### config.mk
export PLATFORM = sky130hd
export DESIGN_NAME = net_led_driver
export DESIGN_NICKNAME = d
export VERILOG_FILES = /design/src/rtl/led_pkg.sv /design/src/rtl/led_cfg_regs.sv /design/src/rtl/led_fd_source.sv /design/src/rtl/led_channel.sv /design/src/rtl/led_link_mask.sv /design/src/rtl/net_led_driver.sv
export SDC_FILE = /design/constraint.sdc
export NUM_CORES = 1
export LEC_CHECK = 0
export BUFFER_PORTS_ARGS = -buffer_cell sky130_fd_sc_hd__clkbuf_2
export CORE_MARGIN = 3
export CORE_UTILIZATION = 49
export CTS_CLUSTER_DIAMETER = 80
export CTS_CLUSTER_SIZE = 24
export DETAILED_ROUTE_END_ITERATION = 8
export PLACE_DENSITY = 0.78
export SKIP_CTS_REPAIR_TIMING = 1
export SYNTH_ARGS = -nofsm -noshare
export SYNTH_HDL_FRONTEND = slang
export SYNTH_SLANG_ARGS = --single-unit
### constraint.sdc
create_clock -name clk -period 1.64 [get_ports clk]
set_input_delay 0.41 -clock clk [delete_from_list [all_inputs] [get_ports clk]]
set_output_delay 0.41 -clock clk [all_outputs]
set_load 0.03 [all_outputs]
### src/rtl/led_pkg.sv
package led_pkg;

  localparam int CFG_W = 8;

  localparam int BIT_LIVE = 7;
  localparam int BIT_LINK = 6;

  typedef enum logic [1:0] {
    PORT_TP   = 2'b00,
    PORT_AUI  = 2'b01,
    PORT_GPSI = 2'b10,
    PORT_NONE = 2'b11
  } port_e;

  typedef struct packed {
    logic stretch_en;
    logic fdl_en;
    logic mp_en;
    logic rcv_en;
  } led_cfg_t;

  localparam int FIELD_W = $bits(led_cfg_t);

endpackage

### src/rtl/led_cfg_regs.sv
module led_cfg_regs
  import led_pkg::*;
#(
  parameter int N_LED = 2,
  parameter int AW    = 1
) (
  input  logic                    clk,
  input  logic                    rst_n,
  input  logic                    wr,
  input  logic [AW-1:0]           addr,
  input  logic [CFG_W-1:0]        wdata,
  output led_cfg_t [N_LED-1:0]    cfg_q,
  output logic                    any_fdl
);

  for (genvar g = 0; g < N_LED; g++) begin : g_reg
    always_ff @(posedge clk) begin
      if (!rst_n) begin
        cfg_q[g] <= '0;
      end else if (wr && (int'(addr) == g)) begin
        cfg_q[g] <= led_cfg_t'(wdata[FIELD_W-1:0]);
      end
    end
  end

  always_comb begin
    any_fdl = 1'b0;
    for (int i = 0; i < N_LED; i++) begin
      any_fdl = any_fdl | cfg_q[i].fdl_en;
    end
  end

endmodule

### src/rtl/led_fd_source.sv
module led_fd_source
  import led_pkg::*;
(
  input  port_e port_sel,
  input  logic  link_pass,
  input  logic  fd_enable,
  input  logic  aui_fd,
  output logic  fd_src
);

  always_comb begin
    unique case (port_sel)
      PORT_TP:   fd_src = link_pass & fd_enable;
      PORT_AUI:  fd_src = fd_enable & aui_fd;
      PORT_GPSI: fd_src = fd_enable;
      default:   fd_src = 1'b0;
    endcase
  end

endmodule

### src/rtl/led_channel.sv
module led_channel
  import led_pkg::*;
#(
  parameter int STRETCH_LOG2 = 3
) (
  input  logic     clk,
  input  logic     rst_n,
  input  led_cfg_t cfg,
  input  logic     rx_activity,
  input  logic     magic_pkt,
  input  logic     fd_src,
  output logic     live,
  output logic     led_q
);

  logic [STRETCH_LOG2-1:0] cnt_q;
  logic                    tail;
  logic                    led_d;

  assign live = (cfg.rcv_en & rx_activity)
              | (cfg.mp_en  & magic_pkt)
              | (cfg.fdl_en & fd_src);

  assign tail  = (cnt_q != '0);
  assign led_d = cfg.stretch_en ? (live | tail) : live;

  always_ff @(posedge clk) begin
    if (!rst_n) begin
      cnt_q <= '0;
      led_q <= 1'b0;
    end else begin
      led_q <= led_d;
      if (live && cfg.stretch_en) begin
        cnt_q <= '1;
      end else if (tail) begin
        cnt_q <= cnt_q - 1'b1;
      end
    end
  end

endmodule

### src/rtl/led_link_mask.sv
module led_link_mask
  import led_pkg::*;
(
  input  logic  clk,
  input  logic  rst_n,
  input  logic  link_pass,
  input  port_e port_sel,
  input  logic  fd_enable,
  input  logic  aui_fd,
  input  logic  any_fdl,
  output logic  link_q
);

  logic blank;

  assign blank = (port_sel == PORT_TP) & fd_enable & ~aui_fd & any_fdl;

  always_ff @(posedge clk) begin
    if (!rst_n) link_q <= 1'b0;
    else        link_q <= link_pass & ~blank;
  end

endmodule

### src/rtl/net_led_driver.sv
module net_led_driver
  import led_pkg::*;
#(
  parameter int N_LED        = 2,
  parameter int STRETCH_LOG2 = 3,
  localparam int AW          = (N_LED > 1) ? $clog2(N_LED) : 1
) (
  input  logic             clk,
  input  logic             rst_n,
  input  logic             rx_activity,
  input  logic             magic_pkt,
  input  logic             link_pass,
  input  logic [1:0]       port_sel,
  input  logic             fd_enable,
  input  logic             aui_fd,
  input  logic             cfg_wr,
  input  logic [AW-1:0]    cfg_addr,
  input  logic [7:0]       cfg_wdata,
  output logic [7:0]       cfg_rdata,
  output logic [N_LED-1:0] led_out,
  output logic             link_led
);

  led_cfg_t [N_LED-1:0] cfg_q;
  logic                 any_fdl;
  logic                 fd_src;
  logic [N_LED-1:0]     live_w;
  port_e                port_w;

  assign port_w = port_e'(port_sel);

  led_cfg_regs #(.N_LED(N_LED), .AW(AW)) u_regs (
    .clk    (clk),
    .rst_n  (rst_n),
    .wr     (cfg_wr),
    .addr   (cfg_addr),
    .wdata  (cfg_wdata),
    .cfg_q  (cfg_q),
    .any_fdl(any_fdl)
  );

  led_fd_source u_fd (
    .port_sel (port_w),
    .link_pass(link_pass),
    .fd_enable(fd_enable),
    .aui_fd   (aui_fd),
    .fd_src   (fd_src)
  );

  for (genvar g = 0; g < N_LED; g++) begin : g_ch
    led_channel #(.STRETCH_LOG2(STRETCH_LOG2)) u_ch (
      .clk        (clk),
      .rst_n      (rst_n),
      .cfg        (cfg_q[g]),
      .rx_activity(rx_activity),
      .magic_pkt  (magic_pkt),
      .fd_src     (fd_src),
      .live       (live_w[g]),
      .led_q      (led_out[g])
    );
  end

  led_link_mask u_link (
    .clk      (clk),
    .rst_n    (rst_n),
    .link_pass(link_pass),
    .port_sel (port_w),
    .fd_enable(fd_enable),
    .aui_fd   (aui_fd),
    .any_fdl  (any_fdl),
    .link_q   (link_led)
  );

  always_comb begin
    cfg_rdata = '0;
    cfg_rdata[BIT_LINK] = link_led;
    for (int i = 0; i < N_LED; i++) begin
      if (int'(cfg_addr) == i) begin
        cfg_rdata[FIELD_W-1:0] = cfg_q[i];
        cfg_rdata[BIT_LIVE]    = live_w[i];
      end
    end
  end

endmodule

==> impl_metrics.yaml, run 1 <==
floorplanning:
  io_pins: 30
  die_x_um: 49.3
  initial_core_util_pct: 52.7
  core-area_mm2: 0.00175
  dieArea_mm2: 0.00243
  die-height_um: 49.3
  rows: 15
timing:
  fin_crit_ps: 1760
  finalHoldViolations: 0
  finalMaxSlewViolations: 0
  tns_ps: -117
  setup_viol: 1
  layout_setup_ws_ps: -117
  fmax_mhz: 569
  tightest_slew_ps: 506
  timing.hold.ws_ps: 373
  fin_worst_skew_ps: 1.18
  rsz0062_at_grt: "yes"
  fin_crit_sh_pct: 107
  relSlewSlack_pct: 66.2
yosys:
  synth_top_cell_by_area: "dfxtp_1"
  synth_common_cells: "dfxtp_1 (17), a31oi_1 (7), nand2_1 (7), nor2_1 (7)"
  synthCells: 96
  yosysWarnings: 0
  synth_cell_types: 29
  yosysSeqAreaShare_pct: 37.0
  synth_area_leaders: "dfxtp_1 (37%), mux2i_1 (6.5%), ha_1 (5.4%)"
  synth_enable_flop_cells: 0
  synth-seq-cells: 17
  yosysMostFrequentCell: "dfxtp_1"
  postSynth.asyncResetShare_pct: 0
  synth_ff_type: "dfxtp_1"
  avgSynthCellArea_um2: 9.58
  yosysTopAreaCellShare_pct: 37.0
  syn_area_um2: 920
status:
  outcome: "finished with violations"
  violations: "negative setup slack"
worst_setup_path:
  cp-end-kind: "output port"
  crit_type: "input pin to output port"
  crit_fanout: 4
  cp.arrival_ps: 1350
  required_ps: 1230
  r2r_start: "g_ch[0].u_ch.cnt_q[0]"
  startpoint: "port_sel[0]"
  worstSetupStartpointType: "input pin"
routing:
  drt_iter0_markers: 10
  vias: 781
  wl_per_cell_um: 13.2
  final_antenna_net_count: 0
  viasPerCell: 5.28
  drt_pre_antenna_iters: 4
  wirelength_mm: 1.96
  drc: 0
pwr:
  powerDensity_mw_per_mm2: 1220
  ir_drop_mv: 0.628
  power_mw: 1.37
  power.static_leakage_nw: 0.512
cells_and_area:
  final_util_pct: 64.4
  ff_latch_area_um2: 340
  multi_input_area_um2: 520
  diodes: 0
  drive_gt1_share_pct: 37.4
  area_growth_pct: 22.2
  n_fill_cell: 162
  fin_nets: 147
clocking:
  clk_latency_ps: 280
  clk_pin_slew_ps: 90
  cts.sinks: 17
  cts-buffers-inserted: 3
  clockRootBuffer: "clkbuf_4"
  cts_buffer_depth: 2
  cts_tree: "done"
  h-tree-depth: 1
grt:
  grt.overflow.total: 0
  antenna_found_initial: 0
  grt_usage_pct: 17.3
  grt_max_degree: 17
  grt_pass1_wl_mm: 3.22
  grt_pass1_vias: 770
hold_path:
  hp-start: "rst_n"
  hold_path.class: "input pin to register"
flow_run:
  maxCapViolations: 0
placement:
  io_buffers: 23
  gp_congestion: 0.756
  dpl.hpwl_mm: 1.53
  post-place-ws_ps: -145
[kinds of logic after synthesis]
group                      synth area share, %
buffers and inverters                     7.62
AOI/OAI and AO/OA                         18.0
xor gates and xnor gates                  1.91
muxes                                     14.7
DFF                                       37.0
and+or+nand+nor                           15.0
adders and majority gates                 5.44
other                                    0.408
[final timing paths]
path	end	slack, ps	depth (start not counted)
setup / recovery	cfg_rdata[7]	-120	5
setup reg to reg	g_ch[0].u_ch.cnt_q[1]	360	5
hold reg to reg	u_regs.cfg_q[5]	490	2
hold / removal	u_link.link_q	370	2
[cell type report]
class | instances | area share, %
multi-input cells | 67 | 46.3
flip-flops and latches | 17 | 30.3
repair buffers | 30 | 16.6
well taps | 25 | 2.78
clock buffers | 4 | 2.34
inverters | 5 | 1.67
[sequential cells by signal, indices dropped and copies added, names as in the netlist]
name,count
u_regs.cfg_q,8
g_ch.u_ch.cnt_q,6
g_ch.u_ch.led_q,2
u_link.link_q,1
[report_power, final]
part | switching (mW) | internal [mW]
Clock | 0.122 | 0.0942
Sequential | 0.0476 | 0.491
Combinational | 0.288 | 0.325
Total | 0.457 | 0.911
[metal layers]
layer | GRT usage, % | vias up | wire, um
met5 | 0 | - | 0
li1 | - | 390 | -
met1 | 20.9 | 364 | 904
met4 | 6.64 | 0 | 17
met2 | 28.6 | 25 | 897
met3 | 4.89 | 2 | 136
[stage by stage]
stage	area [um^2]	cells
6_report	1120	148
5_1_grt	1120	148
2_1_floorplan	931	97
3_5_place_dp	1080	144
3_3_place_gp	1080	144
4_1_cts	1100	148
[worst max-delay path, cell delays in order]
cell and delay (ps):
buf_6 90, and3b_2 230, o211ai_1 280, a32oi_2 170
buf_6 170
[placed cells by master (no fill, tap or decap), types with 4 or more instances in the layout]
| cell | n |
|---|---|
| dfxtp_1 | 17 |
| nor2_1 | 7 |
| a31oi_1 | 7 |
| nand3_1 | 4 |
| mux2i_1 | 6 |
| a21oi_1 | 6 |
| ha_1 | 4 |
| clkbuf_2 | 20 |
| nand2_1 | 7 |
| inv_1 | 5 |
| buf_4 | 7 |
| mux2_2 | 4 |
Note: power is estimated with default switching activity, not from simulation.
==> run 2: changes to the inputs <==
==> constraint.sdc (replaced) <==
create_clock -name clk -period 1.64 [get_ports clk]
set_input_delay 0.328 -clock clk [delete_from_list [all_inputs] [get_ports clk]]
set_output_delay 0.328 -clock clk [all_outputs]
set_load 0.03 [all_outputs]
==> impl_metrics.yaml, run 2 (synthesis results as in run 1) <==
placement:
  dpl.hpwl_mm: 1.46
  gp_congestion: 0.743
  io_buffers: 23
  dp.cells: 137
floorplanning:
  initial_core_util_pct: 52.7
  core-area_mm2: 0.00175
  die-height_um: 49.3
  dieArea_mm2: 0.00243
  die_x_um: 49.3
  io_pins: 30
  rows: 15
timing:
  fin_crit_sh_pct: 97.0
  finalMaxSlewViolations: 0
  finalHoldViolations: 0
  setup_viol: 0
  fin_crit_ps: 1590
  rsz0062_at_grt: "yes"
  fmax_mhz: 629
  fin_worst_skew_ps: 11.1
  tightest_slew_ps: 500
  relSlewSlack_pct: 66.6
worst_setup_path:
  crit_type: "input pin to output port"
  rr_worst_depth: 5
  cp-end-kind: "output port"
  cp.arrival_ps: 1260
  worstSetupStartpointType: "input pin"
  r2r_end: "g_ch[0].u_ch.cnt_q[1]"
  r2r_start: "g_ch[0].u_ch.cnt_q[0]"
  crit_fanout: 4
  crit_end: "cfg_rdata[7]"
  startpoint: "port_sel[1]"
  r2r_slack_ps: 340
  required_ps: 1310
cells_and_area:
  final_common_cell: "clkbuf_2"
  diodes: 0
  final_cell_mix: "clkbuf_2 (22), dfxtp_1 (13), nor2_1 (7), nand2_1 (7), a31oi_1 (7)"
  fin_nets: 141
  final_util_pct: 61.0
  final_cell_count_no_fill: 142
  area_growth_pct: 15.8
  drive_gt1_share_pct: 37.6
  largest_register_ffs: 8
  top_register: "u_regs.cfg_q"
  reg_top3: "u_regs.cfg_q: 8 flops, g_ch.u_ch.cnt_q: 6 flops, g_ch.u_ch.led_q: 2 flops"
routing:
  final_antenna_net_count: 0
  drt_iter0_markers: 16
  wirelength_mm: 2.01
  viasPerCell: 5.49
  wl_per_cell_um: 14.1
  vias: 780
  drc: 0
  drt_pre_antenna_iters: 5
clocking:
  cts_buffer_depth: 2
  cts_tree: "done"
  cts-buffers-inserted: 3
  h-tree-depth: 1
  clk_pin_slew_ps: 100
  clk_latency_ps: 300
  clockRootBuffer: "clkbuf_4"
  cts.sinks: 17
grt:
  grt_pass1_vias: 750
  grt_max_degree: 17
  grt_usage_pct: 17.8
  grt.overflow.total: 0
  antenna_found_initial: 0
  grt_pass1_wl_mm: 3.22
status:
  outcome: "completed"
pwr:
  ir_drop_mv: 0.686
  powerDensity_mw_per_mm2: 1290
  power.static_leakage_nw: 0.481
flow_run:
  maxCapViolations: 0
hold_path:
  hold_path.class: "input pin to register"
## run 2: layout make-up
cell class / count / area [um^2]
clock buffer: 4 / 26.3
fill: 160 / 681
inverter: 5 / 18.8
multi-input combinational: 67 / 518
sequential: 17 / 345
tap: 25 / 31.3
timing repair buffer: 24 / 125
## run 2: worst min path at each step
stage                    start               to  slack, ps  depth (start not counted)
2_1_floorplan  u_regs.cfg_q[5]  u_regs.cfg_q[5]        450                          2
3_3_place_gp   u_regs.cfg_q[5]  u_regs.cfg_q[5]        460                          2
3_5_place_dp   u_regs.cfg_q[5]  u_regs.cfg_q[5]        470                          2
4_1_cts                  rst_n    u_link.link_q        270                          2
5_1_grt                  rst_n    u_link.link_q        270                          2
6_report                 rst_n    u_link.link_q        270                          2
## run 2: routing by layer
metal	GRT usage, %	part of all wire [%]
met1	21.1	43
met2	27.2	47
met3	5.20	7.0
met4	12.8	3.1
met5	0	0
## run 2: critical path: stages
cell	delay [ps]
clkbuf_2	100
and3b_2	290
o211ai_1	120
a32oi_1	230
buf_4	190
## run 2: metrics by stage
stage               power, mW  cell area, um^2  TNS [ps]  setup WS (ps)  hold WS (ps)
floorplan                1.03              923         0           17.0           446
global placement         1.10             1020         0           20.0           463
detailed placement       1.14             1020         0           5.72           466
CTS                      1.37             1040     -13.2          -13.2           271
global route             1.47             1060     -57.9          -57.9           268
finish                   1.38             1060         0           49.1           267
## run 2: report_power, final
| group | internal, mW | switching, mW | leakage (nW) |
|---|---|---|---|
| Combinational | 0.315 | 0.294 | 0.324 |
| Clock | 0.0948 | 0.135 | 0.0150 |
| Sequential | 0.492 | 0.0457 | 0.142 |
| Total | 0.902 | 0.475 | 0.481 |
